`config.mk`:
```
export PLATFORM = sky130hd
export DESIGN_NAME = freq_meter
export DESIGN_NICKNAME = d
export VERILOG_FILES = /design/src/rtl/fm_pkg.sv /design/src/rtl/fm_edge_sense.sv /design/src/rtl/fm_sequencer.sv /design/src/rtl/fm_scale_judge.sv /design/src/rtl/freq_meter.sv
export SDC_FILE = /design/constraint.sdc
export NUM_CORES = 1
export LEC_CHECK = 0
export BUFFER_PORTS_ARGS = -buffer_cell sky130_fd_sc_hd__buf_2
export CAP_MARGIN = 20
export CORE_ASPECT_RATIO = 0.9
export CORE_MARGIN = 2
export CORE_UTILIZATION = 64
export CTS_BUF_LIST = sky130_fd_sc_hd__clkbuf_16
export CTS_CLUSTER_SIZE = 28
export DETAILED_ROUTE_END_ITERATION = 7
export PLACE_DENSITY = 0.8
export SKIP_LAST_GASP = 1
export SLEW_MARGIN = 0
export SYNTH_ARGS = -nofsm -noshare
export SYNTH_HDL_FRONTEND = slang
export SYNTH_SLANG_ARGS = --single-unit
```
`constraint.sdc`:
```
create_clock -name clk -period 13.1 [get_ports clk]
set_input_delay 1.31 -clock clk [delete_from_list [all_inputs] [get_ports clk]]
set_output_delay 1.31 -clock clk [all_outputs]
set_load 0.05 [all_outputs]
```
`src/rtl/fm_pkg.sv`:
```
package fm_pkg;
  // Sequencer states of one measurement.
  typedef enum logic [2:0] {
    FM_IDLE,
    FM_SETTLE,
    FM_WAIT,
    FM_RUN,
    FM_CALC,
    FM_DONE
  } fm_state_e;

  // Fraction bits carried by the result.
  localparam int FM_FRAC_W = 5;
endpackage

```
`src/rtl/fm_edge_sense.sv`:
```
// Picks one of the test clocks and turns its rising edges into
// single-cycle pulses in the reference domain.
module fm_edge_sense #(
  parameter int N_SRC  = 4,
  parameter int SEL_W  = 8,
  parameter int SYNC_N = 2
) (
  input  logic             clk,
  input  logic             rst,
  input  logic [SEL_W-1:0] sel,
  input  logic [N_SRC-1:0] test_clks,
  output logic             rise
);
  logic             picked;
  logic [SYNC_N:0]  chain;

  // Value k picks test_clks[k-1]; 0 and out-of-range values pick nothing.
  always_comb begin
    picked = 1'b0;
    for (int k = 0; k < N_SRC; k++) begin
      if (sel == SEL_W'(k + 1)) picked = test_clks[k];
    end
  end

  always_ff @(posedge clk) begin
    if (rst) chain <= '0;
    else     chain <= {chain[SYNC_N-1:0], picked};
  end

  assign rise = chain[SYNC_N-1] & ~chain[SYNC_N];
endmodule

```
`src/rtl/fm_sequencer.sv`:
```
// Test sequence: settle, wait for first edge, count over the window,
// watch for a stopped clock, hand over to the calculation stage.
module fm_sequencer
  import fm_pkg::*;
#(
  parameter int SEL_W    = 8,
  parameter int DLY_W    = 3,
  parameter int IV_W     = 4,
  parameter int DEAD_LIM = 64,
  localparam int CNT_W   = 2 ** IV_W,
  localparam int GAP_W   = $clog2(DEAD_LIM) + 1
) (
  input  logic             clk,
  input  logic             rst,
  input  logic [SEL_W-1:0] src_sel,
  input  logic [DLY_W-1:0] settle_dly,
  input  logic [IV_W-1:0]  win_log2,
  input  logic             rise,
  output logic [SEL_W-1:0] sel_q,
  output logic [IV_W-1:0]  iv_q,
  output logic [CNT_W-1:0] edges,
  output logic             waiting,
  output logic             running,
  output logic             done,
  output logic             finish,
  output logic             died
);
  fm_state_e        state;
  logic [DLY_W-1:0] dcnt;
  logic [CNT_W-1:0] wcnt;
  logic [GAP_W-1:0] gap;
  logic [CNT_W-1:0] last_idx;
  logic             dead_now;
  logic             win_end;

  assign last_idx = ~({CNT_W{1'b1}} << iv_q);
  assign dead_now = !rise && (gap == GAP_W'(DEAD_LIM - 1));
  assign win_end  = (wcnt == last_idx);

  always_ff @(posedge clk) begin
    if (rst) begin
      state <= FM_IDLE;
      sel_q <= '0;
      iv_q  <= '0;
      dcnt  <= '0;
      wcnt  <= '0;
      edges <= '0;
      gap   <= '0;
      died  <= 1'b0;
    end else if (state != FM_IDLE && src_sel == '0) begin
      state <= FM_IDLE;
      sel_q <= '0;
      died  <= 1'b0;
    end else begin
      case (state)
        FM_IDLE: if (src_sel != '0) begin
          state <= FM_SETTLE;
          sel_q <= src_sel;
          iv_q  <= win_log2;
          dcnt  <= settle_dly;
          died  <= 1'b0;
        end
        FM_SETTLE: begin
          if (dcnt == '0) state <= FM_WAIT;
          else            dcnt  <= dcnt - 1'b1;
        end
        FM_WAIT: if (rise) begin
          state <= FM_RUN;
          wcnt  <= '0;
          edges <= '0;
          gap   <= '0;
        end
        FM_RUN: begin
          edges <= edges + CNT_W'(rise);
          wcnt  <= wcnt + 1'b1;
          gap   <= rise ? '0 : gap + 1'b1;
          // A stopped clock takes priority over a normal window end.
          if (dead_now) begin
            died  <= 1'b1;
            state <= FM_CALC;
          end else if (win_end) begin
            state <= FM_CALC;
          end
        end
        FM_CALC: state <= FM_DONE;
        default: state <= state;
      endcase
    end
  end

  assign waiting = (state == FM_WAIT);
  assign running = (state == FM_RUN);
  assign done    = (state == FM_DONE);
  assign finish  = (state == FM_CALC);

  // settling always leads into the edge search, never straight to counting.
  a_r2_settle_to_wait: assert property (@(posedge clk) disable iff (rst)
    (state == FM_SETTLE && src_sel != '0 && dcnt == '0) |=> (state == FM_WAIT));

  // a gap counter never runs past the dead limit.
  a_r7_gap_bounded: assert property (@(posedge clk) disable iff (rst)
    running |-> (gap < GAP_W'(DEAD_LIM)));
endmodule

```
`src/rtl/fm_scale_judge.sv`:
```
// Scales the edge count into fixed-point kHz and grades it against limits.
module fm_scale_judge
  import fm_pkg::*;
#(
  parameter int IV_W   = 4,
  parameter int REF_W  = 20,
  parameter int KHZ_W  = 25,
  localparam int CNT_W  = 2 ** IV_W,
  localparam int PROD_W = CNT_W + REF_W + FM_FRAC_W
) (
  input  logic                 clk,
  input  logic                 rst,
  input  logic                 clear,
  input  logic                 finish,
  input  logic                 died_in,
  input  logic [CNT_W-1:0]     edges,
  input  logic [IV_W-1:0]      iv,
  input  logic [REF_W-1:0]     ref_khz,
  input  logic [KHZ_W-1:0]     min_khz,
  input  logic [KHZ_W-1:0]     max_khz,
  output logic [KHZ_W-1:0]     res_khz,
  output logic [FM_FRAC_W-1:0] res_frac,
  output logic                 pass,
  output logic                 fail,
  output logic                 fast,
  output logic                 slow,
  output logic                 died
);
  logic [PROD_W-1:0]    prod;
  logic [PROD_W-1:0]    fx;
  logic                 ovf;
  logic [KHZ_W-1:0]     kint;

  always_comb begin
    prod = (PROD_W'(edges) * PROD_W'(ref_khz)) << FM_FRAC_W;
    fx   = prod >> iv;
    ovf  = |fx[PROD_W-1:FM_FRAC_W+KHZ_W];
    kint = ovf ? {KHZ_W{1'b1}} : fx[FM_FRAC_W+KHZ_W-1:FM_FRAC_W];
  end

  always_ff @(posedge clk) begin
    if (rst || clear) begin
      res_khz  <= '0;
      res_frac <= '0;
      pass     <= 1'b0;
      fail     <= 1'b0;
      fast     <= 1'b0;
      slow     <= 1'b0;
      died     <= 1'b0;
    end else if (finish) begin
      if (died_in) begin
        res_khz  <= '0;
        res_frac <= '0;
        pass     <= 1'b0;
        fail     <= 1'b1;
        fast     <= 1'b0;
        slow     <= 1'b0;
        died     <= 1'b1;
      end else begin
        res_khz  <= kint;
        res_frac <= fx[FM_FRAC_W-1:0];
        fast     <= (kint > max_khz);
        slow     <= (kint < min_khz);
        pass     <= (kint >= min_khz) && (kint <= max_khz);
        fail     <= (kint > max_khz) || (kint < min_khz);
        died     <= 1'b0;
      end
    end
  end

  // a died verdict carries no frequency and no fast/slow diagnosis.
  a_r7_died_zero: assert property (@(posedge clk) disable iff (rst)
    died |-> (res_khz == '0 && res_frac == '0 && !fast && !slow && fail));
endmodule

```
`src/rtl/freq_meter.sv`:
```
module freq_meter
  import fm_pkg::*;
#(
  parameter int N_SRC    = 4,
  parameter int SEL_W    = 8,
  parameter int REF_W    = 20,
  parameter int KHZ_W    = 25,
  parameter int DLY_W    = 3,
  parameter int IV_W     = 4,
  parameter int DEAD_LIM = 64,
  parameter int SYNC_N   = 2
) (
  input  logic                 clk,
  input  logic                 rst,
  input  logic [SEL_W-1:0]     src_sel,
  input  logic [N_SRC-1:0]     test_clks,
  input  logic [REF_W-1:0]     ref_khz,
  input  logic [KHZ_W-1:0]     min_khz,
  input  logic [KHZ_W-1:0]     max_khz,
  input  logic [DLY_W-1:0]     settle_dly,
  input  logic [IV_W-1:0]      win_log2,
  output logic                 st_waiting,
  output logic                 st_running,
  output logic                 st_done,
  output logic                 st_pass,
  output logic                 st_fail,
  output logic                 st_fast,
  output logic                 st_slow,
  output logic                 st_died,
  output logic [KHZ_W-1:0]     res_khz,
  output logic [FM_FRAC_W-1:0] res_frac
);
  localparam int CNT_W = 2 ** IV_W;

  logic [SEL_W-1:0] sel_q;
  logic [IV_W-1:0]  iv_q;
  logic [CNT_W-1:0] edges;
  logic             rise;
  logic             finish;
  logic             seq_died;
  logic             clear;

  assign clear = (src_sel == '0);

  fm_edge_sense #(
    .N_SRC (N_SRC),
    .SEL_W (SEL_W),
    .SYNC_N(SYNC_N)
  ) u_sense (
    .clk      (clk),
    .rst      (rst),
    .sel      (sel_q),
    .test_clks(test_clks),
    .rise     (rise)
  );

  fm_sequencer #(
    .SEL_W   (SEL_W),
    .DLY_W   (DLY_W),
    .IV_W    (IV_W),
    .DEAD_LIM(DEAD_LIM)
  ) u_seq (
    .clk       (clk),
    .rst       (rst),
    .src_sel   (src_sel),
    .settle_dly(settle_dly),
    .win_log2  (win_log2),
    .rise      (rise),
    .sel_q     (sel_q),
    .iv_q      (iv_q),
    .edges     (edges),
    .waiting   (st_waiting),
    .running   (st_running),
    .done      (st_done),
    .finish    (finish),
    .died      (seq_died)
  );

  fm_scale_judge #(
    .IV_W (IV_W),
    .REF_W(REF_W),
    .KHZ_W(KHZ_W)
  ) u_judge (
    .clk     (clk),
    .rst     (rst),
    .clear   (clear),
    .finish  (finish),
    .died_in (seq_died),
    .edges   (edges),
    .iv      (iv_q),
    .ref_khz (ref_khz),
    .min_khz (min_khz),
    .max_khz (max_khz),
    .res_khz (res_khz),
    .res_frac(res_frac),
    .pass    (st_pass),
    .fail    (st_fail),
    .fast    (st_fast),
    .slow    (st_slow),
    .died    (st_died)
  );

  // a zero select parks the sequence on the next edge.
  a_r1_idle_clear: assert property (@(posedge clk) disable iff (rst)
    (src_sel == '0) |=> !(st_waiting || st_running || st_done || st_pass || st_fail));

  // counting only ever starts out of the edge search.
  a_r4_run_after_wait: assert property (@(posedge clk) disable iff (rst)
    $rose(st_running) |-> $past(st_waiting));

  // a finished test has exactly one verdict.
  a_r6_one_verdict: assert property (@(posedge clk) disable iff (rst)
    st_done |-> (st_pass ^ st_fail));

  // fast and slow are never reported together.
  a_r6_fast_slow_excl: assert property (@(posedge clk) disable iff (rst)
    !(st_fast && st_slow));

  // no verdict or result is visible before done.
  a_r8_quiet_before_done: assert property (@(posedge clk) disable iff (rst)
    !st_done |-> !(st_pass || st_fail || st_fast || st_slow || st_died || res_khz != '0));
endmodule

```
==> impl_metrics.prom <==
# TYPE chip_impl_metric gauge
chip_impl_info{name="type_of_origin_of_the_critical_path",value="input port"} 1
chip_impl_metric{name="route.detailed.wl_per_inst",unit="um"} 18.3
chip_impl_metric{name="nets",unit=""} 2840
chip_impl_info{name="layout_commonest_cell",value="inv_1"} 1
chip_impl_metric{name="via_count",unit=""} 16400
chip_impl_metric{name="detail_route.wirelength",unit="mm"} 50.0
chip_impl_info{name="worstHoldPathType",value="flop to flop"} 1
chip_impl_metric{name="final.setup.tns",unit="ns"} 0
chip_impl_info{name="yosys_most_used_dff",value="dfxtp_1"} 1
chip_impl_metric{name="hold_viol_final",unit=""} 0
chip_impl_metric{name="gp_routability_congestion",unit=""} 0.946
chip_impl_metric{name="numCtsBuffers",unit=""} 9
chip_impl_metric{name="final_routed_drc_violation_total",unit=""} 0
chip_impl_metric{name="cts_buffer_depth",unit=""} 2
chip_impl_metric{name="static-leakage-power",unit="nW"} 9.43
chip_impl_metric{name="yosys.cell_types.count",unit=""} 82
chip_impl_metric{name="slew_headroom",unit="%"} 23.4
chip_impl_metric{name="postCtsSetupBuffers",unit=""} 0
chip_impl_metric{name="critPathMaxStageDelay",unit="ns"} 0.82
chip_impl_info{name="synth_largest_area_cell",value="fa_1"} 1
chip_impl_metric{name="initial_utilization",unit="%"} 64.9
chip_impl_metric{name="detailedPlacementHpwl",unit="mm"} 40.4
chip_impl_info{name="worst-setup-path-type",value="input port to flop"} 1
chip_impl_metric{name="nFillCells",unit=""} 2440
chip_impl_metric{name="cp_data_arrival_time",unit="ns"} 11.09
chip_impl_metric{name="max_freq",unit="MHz"} 92.6
chip_impl_metric{name="post-synth-top-area-fraction",unit="%"} 26.7
chip_impl_metric{name="clkTransAtPathRegs",unit="ns"} 0.08
chip_impl_metric{name="preCtsSetupSlack",unit="ns"} 2.08
chip_impl_metric{name="worst-endpoint-required",unit="ns"} 13.39
chip_impl_info{name="mostFrequentLayoutCells",value="352 x inv_1, 257 x nand2_1, 250 x fa_1"} 1
chip_impl_metric{name="slew_violations",unit=""} 0
chip_impl_metric{name="detailedRoute.firstPassIterationCount",unit=""} 6
chip_impl_metric{name="edff_count_synth",unit=""} 0
chip_impl_metric{name="cts.sink_count",unit=""} 96
chip_impl_metric{name="cts_hold_buf",unit=""} 0
chip_impl_metric{name="clock_insertion_delay_worst_skew",unit="ns"} 0.36
chip_impl_info{name="slowest_cell_on_the_critical_path",value="o31ai_4"} 1
chip_impl_metric{name="syn_inst",unit=""} 2312
chip_impl_metric{name="global_route_wire_length_before_repair",unit="mm"} 84.5
chip_impl_metric{name="synthArstFlopShare",unit="%"} 0
chip_impl_metric{name="power_density",unit="nW/um^2"} 85.8
chip_impl_metric{name="path_max_fanout",unit=""} 21
chip_impl_metric{name="layout-drive-gt1-share",unit="%"} 9.23
chip_impl_metric{name="syn_to_final_growth",unit="%"} 5.78
chip_impl_metric{name="design.portCount",unit=""} 129
chip_impl_info{name="root_buffer",value="clkbuf_16"} 1
chip_impl_metric{name="seq_area_frac_synth",unit="%"} 10.3
chip_impl_metric{name="groute.usage.overall",unit="%"} 34.0
chip_impl_metric{name="postSynthAreaPerCell",unit="um^2"} 8.10
chip_impl_info{name="run_status",value="completed"} 1
chip_impl_metric{name="io_buffer_count",unit=""} 128
chip_impl_metric{name="drv.max_cap_violation_count",unit=""} 0
chip_impl_metric{name="die_w",unit="um"} 184
chip_impl_metric{name="setup_viol_count_final",unit=""} 0
chip_impl_metric{name="syn-num-nets",unit=""} 2817
chip_impl_metric{name="htree_num_levels",unit=""} 3
chip_impl_metric{name="overflow",unit=""} 0
chip_impl_metric{name="ff_latch_area",unit="um^2"} 1920
chip_impl_metric{name="rows",unit=""} 59
chip_impl_info{name="unrepaired_setup_endpoints_after_global_routing",value="false"} 1
chip_impl_metric{name="synthesis.area",unit="um^2"} 18700
chip_impl_metric{name="placeableCoreArea",unit="um^2"} 28900
chip_impl_metric{name="post-route-period-util",unit="%"} 82.5
chip_impl_metric{name="post-layout-total-power",unit="W"} 0.00170
chip_impl_info{name="ys_top_cells_by_area",value="fa_1 27%, ha_1 11%, dfxtp_1 10%"} 1
chip_impl_metric{name="drtAntennaViolNets",unit=""} 0
chip_impl_metric{name="final.setup.worst_slack",unit="ns"} 2.30
chip_impl_metric{name="die_h",unit="um"} 166
chip_impl_metric{name="maximum_resistive_drop_on_vdd",unit="V"} 0.000107
chip_impl_info{name="worstSetupEndpointType",value="flop"} 1
chip_impl_metric{name="drt_iter0_drc",unit=""} 1721
chip_impl_metric{name="worst-slew-pin-transition",unit="ns"} 1.15
chip_impl_metric{name="via_per_inst",unit=""} 5.98
chip_impl_metric{name="final.setup_skew",unit="ns"} 0.0101
chip_impl_info{name="cts_tree",value="built"} 1
chip_impl_metric{name="postSynthRegisterBits",unit=""} 96
chip_impl_metric{name="post_cts_resize_count",unit=""} 0
chip_impl_metric{name="grt_pass1_vias",unit=""} 16800
chip_impl_metric{name="multi_input_area",unit="um^2"} 15000
chip_impl_metric{name="synth_warnings",unit=""} 0
chip_impl_info{name="worst_path_most_repeated_cell",value="fa_1"} 1
chip_impl_metric{name="maximum_number_of_pins_on_one_net_before_global_route_repair",unit=""} 51
chip_impl_metric{name="grt_antenna_before_repair",unit=""} 0
chip_impl_metric{name="num_antenna_cells",unit=""} 0
chip_impl_metric{name="final_period_minus_worst_setup_slack",unit="ns"} 10.80
chip_impl_metric{name="die_area",unit="um^2"} 30700
state kept, by name (all words and copies together) (netlist names):
| register | cells |
|---|---|
| u_judge.pass | 1 |
| u_seq.iv_q | 4 |
| u_seq.sel_q | 8 |
| u_judge.fail | 1 |
| u_seq.state | 3 |
| u_sense.chain | 3 |
| u_judge.res_khz | 25 |
| u_judge.res_frac | 5 |
| u_seq.edges | 16 |
| u_seq.dcnt | 3 |
| u_seq.died | 1 |
| u_seq.gap | 7 |
| u_judge.died | 1 |
| u_seq.wcnt | 16 |
| u_judge.fast | 1 |
| u_judge.slow | 1 |
critical path: cells and delay by family:
family	cells	cell delay, ns
buffers and inverters	6	0.52
XOR/XNOR	1	0.25
AO/OA/AOI/OAI	16	4.05
AND/OR/NAND/NOR	7	1.07
adder cells (fa/ha/maj)	8	3.87
kinds of logic (layout without fill, tap and decap cells):
logic type,after synthesis,in the layout,share of synthesized area (%)
XOR/XNOR,52,52,2.43
AND/OR/NAND/NOR,796,796,20.9
flip-flops,96,96,10.3
multiplexers,77,77,4.52
AO/OA/AOI/OAI,391,391,14.3
adder cells (fa/ha/maj),414,414,37.7
buffers and inverters,486,514,9.93
area by class of cell:
type	instances	share of cell area, %
clock buffer	9	1.14
clock inverter	7	0.366
inverter	356	6.74
multi-input combinational	1730	75.5
sequential	96	9.70
tap	396	2.50
timing repair buffer	142	4.07
worst paths after layout:
kind | start | endpoint | slack, ns | cells past startpoint
setup / recovery | ref_khz[7] | u_judge.pass | 2.30 | 38
hold / removal | u_sense.chain[0] | u_sense.chain[1] | 0.46 | 1
setup reg to reg | u_seq.edges[10] | u_judge.pass | 2.41 | 35
hold reg to reg | u_sense.chain[0] | u_sense.chain[1] | 0.46 | 1
Yosys cell counts, drive strengths merged (4+ instances only):
cell type and count:
buf 28, or3 8, clkbuf 102, o31ai 6, nand3 29, mux2 20
xnor2 26, a21o 23, mux2i 53, nand2b 19, or2 5, a22o 25
a311oi 4, nor3 33, a211oi 23, or4 4, o21a 14, xor2 26
dfxtp 96, and4 8, mux4 4, nor2b 12, inv 353, a31oi 4
a22oi 16, o311ai 4, a32oi 7, o22ai 14, o211ai 13, and3 10
nor2 158, a21boi 4, nand2 265, o21ai 75, nand4 30, nor4 14
a21oi 111, o21bai 5, o221ai 7, o211a 4, and2 191, ha 164
fa 250
metrics by stage:
stage / cell area (um^2) / utilization [%] / cells / hold slack, ns
2_1_floorplan: 18700 / - / 2312 / 0.396
3_3_place_gp: 19400 / 67.3 / 2717 / 0.429
3_5_place_dp: 19400 / 67.3 / 2717 / 0.439
4_1_cts: 19700 / 68.4 / 2733 / 0.457
5_1_grt: 19800 / 68.6 / 2736 / 0.470
6_report: 19800 / 68.6 / 2736 / 0.456
metal layers:
| layer | up-vias | share of wire (%) | GRT usage [%] |
|---|---|---|---|
| met5 | - | 0 | 0 |
| met4 | 0 | 2.3 | 8.42 |
| met3 | 94 | 7.8 | 5.11 |
| met2 | 700 | 47 | 55.4 |
| met1 | 7957 | 43 | 47.8 |
| li1 | 7615 | - | - |
where the power goes:
group	switching, W	internal (W)
registers	0.0000308	0.000331
clock network	0.000129	0.000134
logic	0.000701	0.000375
(Power assumes the default switching activity.)
